===== src/rtl/smr_pkg.sv =====
package smr_pkg;

    localparam int REG_W = 8;

    typedef enum logic [1:0] {
        ST_IDLE = 2'd0,
        ST_LOW  = 2'd1,
        ST_HIGH = 2'd2,
        ST_DONE = 2'd3
    } smr_state_e;

    localparam logic [1:0] A_CTRL = 2'd0;
    localparam logic [1:0] A_DIV  = 2'd1;
    localparam logic [1:0] A_STAT = 2'd2;
    localparam logic [1:0] A_DATA = 2'd3;

    localparam int C_PORT   = 0;
    localparam int C_SINGLE = 1;
    localparam int C_CONT   = 2;
    localparam int C_NINE   = 3;
    localparam int C_IRQEN  = 4;

endpackage


===== src/rtl/smr_baud.sv =====
module smr_baud #(
    parameter int DIV_W = 8
) (
    input  logic             clk,
    input  logic             rst_n,
    input  logic             run,
    input  logic [DIV_W-1:0] div,
    output logic             tick
);

    logic [DIV_W-1:0] cnt_q;

    always_ff @(posedge clk) begin
        if (!rst_n) begin
            cnt_q <= '0;
        end else if (!run) begin
            cnt_q <= div;
        end else if (cnt_q == '0) begin
            cnt_q <= div;
        end else begin
            cnt_q <= cnt_q - 1'b1;
        end
    end

    assign tick = run && (cnt_q == '0);

endmodule


===== src/rtl/smr_fsm.sv =====
module smr_fsm
    import smr_pkg::*;
#(
    parameter int DW = 8
) (
    input  logic        clk,
    input  logic        rst_n,
    input  logic        go,
    input  logic        keep_on,
    input  logic        nine,
    input  logic        tick,
    input  logic        sdata,
    output logic        sclk,
    output logic        shifting,
    output logic        fsm_idle,
    output logic        word_valid,
    output logic [DW:0] word
);

    localparam int CW = $clog2(DW + 1) + 1;

    smr_state_e      state_q, state_d;
    logic [CW-1:0]   bitcnt_q;
    logic [DW:0]     shreg_q;
    logic            sclk_q;
    logic            last_bit;

    assign last_bit = (bitcnt_q == (nine ? CW'(DW) : CW'(DW - 1)));

    always_comb begin
        state_d = state_q;
        unique case (state_q)
            ST_IDLE: begin
                if (go) state_d = ST_LOW;
            end
            ST_LOW: begin
                if (!go)       state_d = ST_IDLE;
                else if (tick) state_d = ST_HIGH;
            end
            ST_HIGH: begin
                if (!go)           state_d = ST_IDLE;
                else if (tick)     state_d = last_bit ? ST_DONE : ST_LOW;
            end
            ST_DONE: begin
                state_d = (go && keep_on) ? ST_LOW : ST_IDLE;
            end
        endcase
    end

    always_ff @(posedge clk) begin
        if (!rst_n) state_q <= ST_IDLE;
        else        state_q <= state_d;
    end

    always_ff @(posedge clk) begin
        if (!rst_n) begin
            bitcnt_q <= '0;
            shreg_q  <= '0;
            sclk_q   <= 1'b0;
        end else begin
            sclk_q <= (state_d == ST_HIGH);
            unique case (state_q)
                ST_IDLE, ST_DONE: begin
                    bitcnt_q <= '0;
                    if (state_d == ST_LOW) shreg_q <= '0;
                end
                ST_LOW: begin
                    bitcnt_q <= bitcnt_q;
                end
                ST_HIGH: begin
                    if (go && tick) begin
                        shreg_q[bitcnt_q] <= sdata;
                        bitcnt_q          <= bitcnt_q + 1'b1;
                    end
                end
            endcase
        end
    end

    assign sclk       = sclk_q;
    assign shifting   = (state_q == ST_LOW) || (state_q == ST_HIGH);
    assign fsm_idle   = (state_q == ST_IDLE);
    assign word_valid = (state_q == ST_DONE);
    assign word       = shreg_q;

endmodule


===== src/rtl/smr_regs.sv =====
module smr_regs
    import smr_pkg::*;
#(
    parameter int DW    = 8,
    parameter int DIV_W = 8
) (
    input  logic             clk,
    input  logic             rst_n,
    input  logic             wr_en,
    input  logic             rd_en,
    input  logic [1:0]       addr,
    input  logic [REG_W-1:0] wr_data,
    input  logic             word_valid,
    input  logic [DW:0]      word,
    output logic [REG_W-1:0] ctrl,
    output logic [DIV_W-1:0] div,
    output logic             rx_done,
    output logic             rx_ovr,
    output logic             rx_ninth,
    output logic [DW-1:0]    rx_hold
);

    logic [REG_W-1:0] ctrl_q;
    logic [DIV_W-1:0] div_q;
    logic             done_q, ovr_q, ninth_q;
    logic [DW-1:0]    hold_q;
    logic             ctrl_wr, div_wr, data_rd, cont_fall;

    assign ctrl_wr   = wr_en && (addr == A_CTRL);
    assign div_wr    = wr_en && (addr == A_DIV);
    assign data_rd   = rd_en && (addr == A_DATA);
    assign cont_fall = ctrl_wr && ctrl_q[C_CONT] && !wr_data[C_CONT];

    always_ff @(posedge clk) begin
        if (!rst_n) begin
            ctrl_q <= '0;
            div_q  <= '0;
        end else begin
            if (ctrl_wr) begin
                ctrl_q <= wr_data;
            end else if (word_valid) begin
                ctrl_q[C_SINGLE] <= 1'b0;
            end
            if (div_wr) div_q <= wr_data[DIV_W-1:0];
        end
    end

    always_ff @(posedge clk) begin
        if (!rst_n) begin
            done_q  <= 1'b0;
            ovr_q   <= 1'b0;
            ninth_q <= 1'b0;
            hold_q  <= '0;
        end else begin
            if (cont_fall) ovr_q <= 1'b0;
            if (word_valid) begin
                if (done_q && !data_rd) begin
                    ovr_q <= 1'b1;
                end else begin
                    hold_q  <= word[DW-1:0];
                    ninth_q <= word[DW];
                    done_q  <= 1'b1;
                end
            end else if (data_rd) begin
                done_q <= 1'b0;
            end
        end
    end

    assign ctrl     = ctrl_q;
    assign div      = div_q;
    assign rx_done  = done_q;
    assign rx_ovr   = ovr_q;
    assign rx_ninth = ninth_q;
    assign rx_hold  = hold_q;

endmodule


===== src/rtl/sync_master_rx.sv =====
module sync_master_rx
    import smr_pkg::*;
#(
    parameter int DW    = 8,
    parameter int DIV_W = 8
) (
    input  logic             clk,
    input  logic             rst_n,
    input  logic             wr_en,
    input  logic             rd_en,
    input  logic [1:0]       addr,
    input  logic [REG_W-1:0] wr_data,
    output logic [REG_W-1:0] rd_data,
    output logic             sclk_o,
    input  logic             sdata_i,
    output logic             irq_o
);

    logic [REG_W-1:0] ctrl;
    logic [DIV_W-1:0] div;
    logic             rx_done, rx_ovr, rx_ninth;
    logic [DW-1:0]    rx_hold;
    logic             tick, shifting, fsm_idle, word_valid, go;
    logic [DW:0]      word;

    assign go = ctrl[C_PORT] && (ctrl[C_SINGLE] || ctrl[C_CONT]);

    smr_regs #(.DW(DW), .DIV_W(DIV_W)) u_regs (
        .clk        (clk),
        .rst_n      (rst_n),
        .wr_en      (wr_en),
        .rd_en      (rd_en),
        .addr       (addr),
        .wr_data    (wr_data),
        .word_valid (word_valid),
        .word       (word),
        .ctrl       (ctrl),
        .div        (div),
        .rx_done    (rx_done),
        .rx_ovr     (rx_ovr),
        .rx_ninth   (rx_ninth),
        .rx_hold    (rx_hold)
    );

    smr_baud #(.DIV_W(DIV_W)) u_baud (
        .clk   (clk),
        .rst_n (rst_n),
        .run   (shifting),
        .div   (div),
        .tick  (tick)
    );

    smr_fsm #(.DW(DW)) u_fsm (
        .clk        (clk),
        .rst_n      (rst_n),
        .go         (go),
        .keep_on    (ctrl[C_CONT]),
        .nine       (ctrl[C_NINE]),
        .tick       (tick),
        .sdata      (sdata_i),
        .sclk       (sclk_o),
        .shifting   (shifting),
        .fsm_idle   (fsm_idle),
        .word_valid (word_valid),
        .word       (word)
    );

    always_comb begin
        rd_data = '0;
        unique case (addr)
            A_CTRL: rd_data = ctrl;
            A_DIV:  rd_data = REG_W'(div);
            A_STAT: rd_data = REG_W'({!fsm_idle, rx_ninth, rx_ovr, rx_done});
            A_DATA: rd_data = REG_W'(rx_hold);
        endcase
    end

    assign irq_o = rx_done && ctrl[C_IRQEN];

endmodule


===== config.mk =====
export PLATFORM = sky130hd
export DESIGN_NAME = sync_master_rx
export DESIGN_NICKNAME = d
export VERILOG_FILES = /design/src/rtl/smr_pkg.sv /design/src/rtl/smr_baud.sv /design/src/rtl/smr_fsm.sv /design/src/rtl/smr_regs.sv /design/src/rtl/sync_master_rx.sv
export SDC_FILE = /design/constraint.sdc
export NUM_CORES = 1
export LEC_CHECK = 0
export ABC_AREA = 1
export CORE_MARGIN = 2
export CORE_UTILIZATION = 47
export CTS_CLUSTER_DIAMETER = 150
export DETAILED_ROUTE_END_ITERATION = 16
export PLACE_DENSITY = 0.75
export REMOVE_ABC_BUFFERS = 1
export SLEW_MARGIN = 25
export SYNTH_ARGS = -nofsm -noshare
export SYNTH_HDL_FRONTEND = slang
export SYNTH_SLANG_ARGS = --single-unit

===== constraint.sdc =====
create_clock -name clk -period 2.65 [get_ports clk]
set_clock_uncertainty 0.05 [all_clocks]
set_input_delay 0.3975 -clock clk [delete_from_list [all_inputs] [get_ports clk]]
set_output_delay 0.3975 -clock clk [all_outputs]
set_load 0.005 [all_outputs]

==> run summary, run 1 <==
Outcome -> completed
Htree depth -> 2
CP Launch Type -> primary input
Nets -> 429
WP data arrival -> 1.99 ns
Sw Ratio -> 0.2615
CP Capture Type -> primary output
Setup tns final -> 0 ns
Area of the multi-input gates -> 1383 sq um
Core footprint -> 5473 sq um
TritonCTS clock tree -> yes
Routed Antenna Nets -> 0
Cell Int Power -> 1.055 mW
Site Rows -> 27
Vias post-DR -> 2451
Largest cells by area after synthesis -> dfxtp_1, nand2_1, a21oi_1, nor2_1, o21ai_0
Fraction of layout cells with a size suffix above 1 -> 0.08168
Fill count -> 559
CP max stage delay -> 0.60 ns
Psw -> 0.3735 mW
Die W -> 79.14 um
RSZ-0062 raised after global routing -> false
TritonCTS Sinks -> 52
Max FO, Critical Path -> 8
Rel. slew slack -> 0.5814
Final wirelength -> 5881 um
Post-detail-place hpwl -> 4426 um
Starting Density -> 0.4849
Slew Limit Fails -> 0
CTS Buf Count -> 5
Tmin final -> 2.440 ns
Global-route wire length before repair -> 10070 um
Logic pwr share -> 0.104
Die area -> 6263 sq um
Number of synthesis warnings -> 0
Area after DPL -> 2960 sq um
Root Driver -> clkbuf_8
Antenna Cells -> 0
Pin count of the biggest net entering global routing -> 32
Flop pwr share -> 0.565
Initial antenna violation count -> 0
Synth Instances -> 379
MaxCap Viol Count -> 0
Power Density -> 467.3 nW/um^2
Setup bufs post-CTS -> 0
Critical path class -> primary input to primary output
GRT Util Overall -> 0.1987
CTS clk-pin slew, worst paths -> 0.10 ns
Hold Path Class -> register to register
Port buffer count -> 24
Die Span Y -> 79.14 um
Final setup margin -> 0.2102 ns
Clk network pwr share -> 0.331
Leak -> 1.245 nW
Total congestion overflow -> 0
Wirelength per Cell -> 12.36 um
EDFF count, synth -> 0
Synth Area per Inst -> 7.002 sq um
Synth async-reset ratio -> 0
Post-CTS resize count -> 0
Worst skew pair latency -> 0.30 ns
Vias in the first global route -> 2182
Post-synth top area share -> 0.3923
FMAX -> 409.9 MHz
Hold buffer count at CTS -> 0
Final hold vios -> 0
Synth cell types -> 31
Final Setup Violations -> 0
Final period utilization -> 0.9207
Register Area -> 1041 sq um
Drt pass-1 iters -> 4
Via/cell ratio -> 5.149
Slew @ Worst Pin -> 0.6240 ns
Area Overhead vs Synth -> 15.18%
Synth cell count leaders -> nand2_1, dfxtp_1, nor2_1
I/O Pins -> 25
Iter 0 DRT Violations -> 204
Max VDD drop -> 0.2809 mV
Slowest stage cell, crit path -> clkdlybuf4s50_1
CTS Buffer Depth -> 2
Crit-path cells -> clkdlybuf4s50_1 -> nand2_1 -> inv_1 -> buf_4 -> nand2_1 -> nand4_1 -> clkdlybuf4s50_1
Sequential-to-total area share from yosys stat -> 0.3923
Worst slack, placed -> 0.2091 ns
GP Congestion -> 0.9175
WP data required -> 2.20 ns
Main synth FF type -> dfxtp_1
Mapped Area -> 2654 sq um
Most common cell in the netlist -> nand2_1
Flops & latches, synth -> 52
Post-synth top area cell -> dfxtp_1
Design Area, Final -> 3057 sq um
DRC -> 0
[layout make-up]
type                       count  share of cell area
clock buffer                   5             0.02251
clock inverter                 3            0.009005
inverter                      45             0.05526
multi-input combinational    270              0.4523
sequential                    52              0.3406
tap                           72             0.02947
timing repair buffer          29             0.09087
[stage by stage]
step / util / power [mW] / hold WS (ns) / instances
floorplan: - / 0.9055 / 0.3892 / 367
global placement: 0.5409 / 0.9701 / 0.4033 / 468
detailed placement: 0.5409 / 0.9730 / 0.4044 / 468
CTS: 0.5585 / 1.441 / 0.4198 / 476
global route: 0.5585 / 1.497 / 0.4363 / 476
finish: 0.5585 / 1.428 / 0.4171 / 476
[registers in the layout (all words and copies together), names as in the netlist]
register and cells:
u_fsm.word 9, u_baud.cnt_q 8, u_regs.ctrl 8, u_regs.div 8, u_regs.rx_hold 8, u_fsm.bitcnt_q 5, u_fsm.state_q 2, u_fsm.sclk 1
u_regs.rx_done 1, u_regs.rx_ninth 1, u_regs.rx_ovr 1
[metal layers]
metal / part of all wire / global-route usage
met1: 0.51 / 0.2826
met5: 0 / 0
met4: 0.0058 / 0.05690
met2: 0.44 / 0.3144
met3: 0.041 / 0.02727
[final timing paths]
path	start	end	slack, ns	depth (start not counted)
max	addr[1]	rd_data[1]	0.21	7
min	u_fsm.word[2]	u_fsm.word[2]	0.42	2
max reg2reg	u_fsm.state_q[0]	u_fsm.word[0]	0.26	9
min reg2reg	u_fsm.word[2]	u_fsm.word[2]	0.42	2
[layout by cell type, fill, tap and decap left out, drive strengths merged]
cell type and instances:
nor2 50, buf 5, clkinv 5, o21ai 33, a221oi 1, a31oi 2, nand3b 2, dfxtp 52
a211oi 1, nor3b 1, nor4 1, nand4 12, ha 11, o21bai 1, nor3 11, nand3 23
inv 42, xor2 4, a21boi 1, clkdlybuf4s50 24, nand2 70, or2 8, clkbuf 5, clkinvlp 1
a21oi 38
[logic make-up (layout without fill, tap and decap cells)]
| group | count (synthesis) | after routing | share of synthesized area |
|---|---|---|---|
| buffers and inverters | 57 | 82 | 0.08674 |
| adder cells (fa/ha/maj) | 11 | 11 | 0.05186 |
| flip-flops | 52 | 52 | 0.3923 |
| AND/OR/NAND/NOR | 178 | 178 | 0.3013 |
| XOR/XNOR | 4 | 4 | 0.01320 |
| AO/OA/AOI/OAI | 77 | 77 | 0.1546 |
[critical path, delay by kind of cell]
kind | cells | cell delay [ns]
buffers and inverters | 4 | 1.32
and+or+nand+nor | 3 | 0.27
[power by group through the flow]
| stage | clock [mW] | combinational, mW | sequential (mW) |
|---|---|---|---|
| after floorplan | 0 | 0.0828 | 0.823 |
| after global placement | 0 | 0.145 | 0.825 |
| after detailed placement | 0 | 0.148 | 0.825 |
| after CTS | 0.486 | 0.148 | 0.807 |
| after global routing | 0.519 | 0.168 | 0.810 |
| final | 0.473 | 0.148 | 0.807 |
Power figures use the tool's default switching activity.
==> run 2: changes to the inputs <==
--- a/config.mk
+++ b/config.mk
@@ -7,12 +7,12 @@
 export LEC_CHECK = 0
 export ABC_AREA = 1
 export CORE_MARGIN = 2
-export CORE_UTILIZATION = 47
+export CORE_UTILIZATION = 57
 export CTS_CLUSTER_DIAMETER = 150
 export DETAILED_ROUTE_END_ITERATION = 16
-export PLACE_DENSITY = 0.75
+export PLACE_DENSITY = 0.87
 export REMOVE_ABC_BUFFERS = 1
-export SLEW_MARGIN = 25
+export SLEW_MARGIN = 20
 export SYNTH_ARGS = -nofsm -noshare
 export SYNTH_HDL_FRONTEND = slang
 export SYNTH_SLANG_ARGS = --single-unit
==> run summary, run 2 (synthesized netlist as in run 1, its figures left out) <==
Outcome -> completed
Wirelength per Cell -> 13.21 um (+6.9%)
Rel. slew slack -> 0.6126 (+0.03115)
Worst slack, placed -> 0.2123 ns (+0.003215 ns)
Core Util, Final -> 0.6842 (+0.1257)
Critical path class -> primary input to primary output
Antenna Cells -> 0 (unchanged)
Site Rows -> 24 (-11%)
Htree depth -> 2 (unchanged)
Commonest non-fill, non-tap cell in the layout -> nand2_1
Max FFs per register -> 9 (unchanged)
Critical path endpoint -> rd_data[0]
Leak -> 1.245 nW (about the same)
Starting Density -> 0.6012 (+0.1163)
Routed Antenna Nets -> 0 (unchanged)
Total congestion overflow -> 0 (unchanged)
Setup bufs post-CTS -> 0 (unchanged)
RR Endpoint -> u_fsm.word[1]
Crit path launch -> addr[1]
RSZ-0062 raised after global routing -> false
MaxCap Viol Count -> 0 (unchanged)
Register Area -> 1041 sq um (unchanged)
Tmin final -> 2.445 ns (+0.004735 ns)
Slew @ Worst Pin -> 0.5805 ns (-0.04350 ns)
CTS Buffer Depth -> 2 (unchanged)
Placed Cells incl. Taps -> 449 (-4.1%)
I/O Pins -> 25 (unchanged)
Max FO, Critical Path -> 8 (unchanged)
Worst r2r src -> u_fsm.state_q[0]
Final wirelength -> 6022 um (+2.4%)
Global-route wire length before repair -> 10310 um (+2.3%)
CP Launch Type -> primary input
DRC -> 0 (unchanged)
Drt pass-1 iters -> 5 (+1)
Max VDD drop -> 0.2613 mV (-7.0%)
WP data required -> 2.20 ns (about the same)
Die Span Y -> 72.24 um (-8.7%)
TritonCTS Sinks -> 52 (unchanged)
CP Capture Type -> primary output
Pin count of the biggest net entering global routing -> 32 (unchanged)
Finished Layout Cells -> 456 (-4.2%)
GRT Util Overall -> 0.2477 (+0.04895)
Design Area, Final -> 3020 sq um (-1.2%)
Post-CTS resize count -> 0 (unchanged)
Area Overhead vs Synth -> 13.81%
TritonCTS clock tree -> yes
Nets -> 430 (+0.23%)
Initial antenna violation count -> 0 (unchanged)
Area after DPL -> 2943 sq um (-0.59%)
Register-to-register setup slack -> 0.35 ns (+0.09 ns)
GP Congestion -> 0.9404 (+2.5%)
Port buffer count -> 24 (unchanged)
Final Setup Violations -> 0 (unchanged)
Area of the multi-input gates -> 1383 sq um (unchanged)
Fill count -> 366 (-35%)
Power Density -> 459.9 nW/um^2 (-1.6%)
WP data arrival -> 2.00 ns (about the same)
Final setup margin -> 0.2055 ns (-0.004735 ns)
Core footprint -> 4414 sq um (-19%)
Final period utilization -> 0.9225 (+0.001787)
Root Driver -> clkbuf_8
Die W -> 72.24 um (-8.7%)
Die area -> 5218 sq um (-17%)
Setup tns final -> 0 ns (unchanged)
Via/cell ratio -> 5.583 (+8.4%)
Vias in the first global route -> 2316 (+6.1%)
Most frequent cells in the layout -> nand2_1, dfxtp_1, nor2_1, a21oi_1, inv_1
FMAX -> 409.1 MHz (-0.19%)
Hold buffer count at CTS -> 0 (unchanged)
Worst r2r path cells -> 11 (+2)
Fraction of layout cells with a size suffix above 1 -> 0.07921 (-0.002475)
Iter 0 DRT Violations -> 214 (+4.9%)
Post-detail-place hpwl -> 4523 um (+2.2%)
Slew Limit Fails -> 0 (unchanged)
Final hold vios -> 0 (unchanged)
CTS clk-pin slew, worst paths -> 0.09 ns (about the same)
Total Power -> 1.389 mW (-2.7%)
Vias post-DR -> 2546 (+3.9%)
Hold slack -> 0.4179 ns (+0.0007600 ns)
CTS Buf Count -> 5 (unchanged)
Worst skew pair latency -> 0.30 ns (about the same)
Hold Path Class -> register to register
## run 2: cell count changes in the layout (fill, tap and decap cells not counted)
cell and delta:
clkinvlp_4 -1, buf_4 +1, clkbuf_1 +1, clkinv_2 +1, inv_8 -1, clkinv_4 -1
## run 2: how the worst min path moves through the flow
stage / from / to / cells past startpoint
after CTS: u_fsm.word[4] / u_fsm.word[4] / 2
final: u_fsm.word[0] / u_fsm.word[0] / 2
after floorplan: u_regs.rx_ovr / u_regs.rx_ovr / 2
after global routing: u_regs.rx_ovr / u_regs.rx_ovr / 2
after detailed placement: u_fsm.word[8] / u_fsm.word[8] / 2
after global placement: u_fsm.word[1] / u_fsm.word[1] / 2
## run 2: per-layer routing
layer | up-vias | global-route usage | part of all wire | wire [um]
met5 | - | 0 | 0 | 0
met4 | 0 | 0.07547 | 0.012 | 74
met3 | 8 | 0.06250 | 0.065 | 389
met2 | 78 | 0.3853 | 0.45 | 2718
met1 | 1175 | 0.3401 | 0.47 | 2840
li1 | 1285 | - | - | -
## run 2: final cells by class
cell class,count,area share
Clock inverter,1,0.001657
Tap cell,52,0.02154
Sequential cell,52,0.3447
Clock buffer,6,0.02403
Inverter,45,0.05592
Multi-Input combinational cell,270,0.4577
Timing Repair Buffer,30,0.09445
## run 2: power by group
part / internal (mW) / switching [mW] / leakage [nW]
sequential: 0.797 / 0.0103 / 0.421
combinational: 0.0637 / 0.0873 / 0.783
clock: 0.180 / 0.251 / 0.0410
total: 1.04 / 0.348 / 1.24
## run 2: critical path, stage by stage
cell,delay [ns]
clkdlybuf4s50_1,0.60
nand2_1,0.10
inv_1,0.08
buf_4,0.15
nand2_1,0.06
nand4_1,0.10
clkdlybuf4s50_1,0.51
==> run 3: changes to the inputs <==
==> constraint.sdc (replaced) <==
create_clock -name clk -period 2.66 [get_ports clk]
set_clock_uncertainty 0.05 [all_clocks]
set_input_delay 0.399 -clock clk [delete_from_list [all_inputs] [get_ports clk]]
set_output_delay 0.399 -clock clk [all_outputs]
set_load 0.005 [all_outputs]
==> run summary, run 3 (synthesized netlist as in run 1, its figures left out) <==
Max VDD drop -> 0.2879 mV (+10%)
Total Power -> 1.417 mW (+2.0%)
Post-detail-place hpwl -> 4539 um (+0.34%)
Hold buffer count at CTS -> 0 (unchanged)
Core footprint -> 4414 sq um (unchanged)
Most frequent cells in the layout -> nand2_1, dfxtp_1, nor2_1, a21oi_1, inv_1
Die area -> 5218 sq um (unchanged)
CP Launch Type -> primary input
Root Driver -> clkbuf_8
Top Metal Used -> met4
Wirelength per Cell -> 13.42 um (+1.6%)
Routed Antenna Nets -> 0 (unchanged)
TritonCTS Sinks -> 52 (unchanged)
WP data arrival -> 2.01 ns (about the same)
Final hold vios -> 0 (unchanged)
Final period utilization -> 0.9250
Metal2 WL -> 2879 um (+5.9%)
Slew Limit Fails -> 0 (unchanged)
FMAX -> 406.4 MHz
Port buffer count -> 24 (unchanged)
Setup tns final -> 0 ns (unchanged)
WP data required -> 2.21 ns (about the same)
Commonest non-fill, non-tap cell in the layout -> nand2_1
Final Setup Violations -> 0 (unchanged)
I/O Pins -> 25 (unchanged)
Antenna Cells -> 0 (unchanged)
Starting Density -> 0.6012 (unchanged)
Drt pass-1 iters -> 4 (-1)
Fraction of layout cells with a size suffix above 1 -> 0.08395 (+0.004743)
Hold slack -> 0.4203 ns (+0.002439 ns)
Routed length on met3 -> 405 um (+4.1%)
Site Rows -> 24 (unchanged)
Critical path class -> primary input to primary output
Nets -> 430 (unchanged)
Iter 0 DRT Violations -> 199 (-7.0%)
Vias post-DR -> 2584 (+1.5%)
Slew @ Worst Pin -> 0.5637 ns (-0.01681 ns)
Max FO, Critical Path -> 8 (unchanged)
DRC -> 0 (unchanged)
Final setup margin -> 0.1996 ns (-0.005890 ns)
Fill count -> 363 (-0.82%)
CTS Buf Count -> 5 (unchanged)
Die Span Y -> 72.24 um (unchanged)
Die W -> 72.24 um (unchanged)
Setup bufs post-CTS -> 0 (unchanged)
Placed Cells incl. Taps -> 449 (unchanged)
Tmin final -> 2.460 ns
MaxCap Viol Count -> 0 (unchanged)
Final wirelength -> 6133 um (+1.8%)
Total congestion overflow -> 0 (unchanged)
Power Density -> 466.7 nW/um^2 (+1.5%)
Pin count of the biggest net entering global routing -> 32 (unchanged)
TritonCTS clock tree -> yes
Initial antenna violation count -> 0 (unchanged)
Vias in the first global route -> 2285 (-1.3%)
Hold Path Class -> register to register
Leak -> 1.255 nW (+0.80%)
Via/cell ratio -> 5.654 (+1.3%)
Worst skew pair latency -> 0.30 ns (about the same)
Area Overhead vs Synth -> 14.38%
Max FFs per register -> 9 (unchanged)
Global-route wire length before repair -> 10210 um (-0.93%)
CP Capture Type -> primary output
Htree depth -> 2 (unchanged)
GP Congestion -> 0.9405 (about the same)
Finished Layout Cells -> 457 (+0.22%)
CTS clk-pin slew, worst paths -> 0.09 ns (about the same)
Rel. slew slack -> 0.6219 (+0.009312)
Worst slack, placed -> 0.2083 ns (-0.004059 ns)
Post-CTS resize count -> 0 (unchanged)
Outcome -> completed
Met1 wire length -> 2793 um (-1.7%)
GRT Util Overall -> 0.2471 (-0.0005862)
RSZ-0062 raised after global routing -> false
CTS Buffer Depth -> 2 (unchanged)
run 3: cell types whose count changed in the layout (fill, tap and decap cells not counted), sizes merged:
cell    before  now
clkinv       5    6
run 3: per-layer routing:
| metal | global-route usage | vias up |
|---|---|---|
| li1 | - | 1291 |
| met1 | 0.3419 | 1195 |
| met2 | 0.3976 | 91 |
| met3 | 0.04722 | 7 |
| met4 | 0.06499 | 0 |
| met5 | 0 | - |
run 3: area by class of cell:
type	count	area [sq um]	area share
multi-input cells	270	1383	0.4555
flip-flops and latches	52	1041	0.3430
repair buffers	30	285.3	0.09398
inverters	45	168.9	0.05565
clock buffers	6	82.58	0.02721
well taps	52	65.06	0.02143
clock inverters	2	10.01	0.003298
run 3: critical path, stage by stage:
cell	delay, ns
clkdlybuf4s50_1	0.60
nand2_1	0.10
inv_1	0.08
buf_4	0.15
nand2_1	0.06
nand4_1	0.11
clkdlybuf4s50_1	0.51
run 3: final timing paths:
| check | start | end | slack (ns) | cells after the start |
|---|---|---|---|---|
| min reg2reg | u_fsm.word[0] | u_fsm.word[0] | 0.42 | 2 |
| max reg2reg | u_fsm.state_q[0] | u_fsm.word[6] | 0.35 | 11 |
| max | addr[1] | rd_data[0] | 0.20 | 7 |
| min | u_fsm.word[0] | u_fsm.word[0] | 0.42 | 2 |
run 3: where the power goes:
part / switching, mW / internal, mW / total [mW]
clock: 0.253 / 0.208 / 0.461
sequential: 0.0104 / 0.794 / 0.805
combinational: 0.0876 / 0.0635 / 0.151
total: 0.351 / 1.07 / 1.42
run 3: through the flow:
step | utilization | area [sq um]
2_1_floorplan | - | 2592
3_3_place_gp | 0.6667 | 2943
3_5_place_dp | 0.6667 | 2943
4_1_cts | 0.6876 | 3035
5_1_grt | 0.6876 | 3035
6_report | 0.6876 | 3035
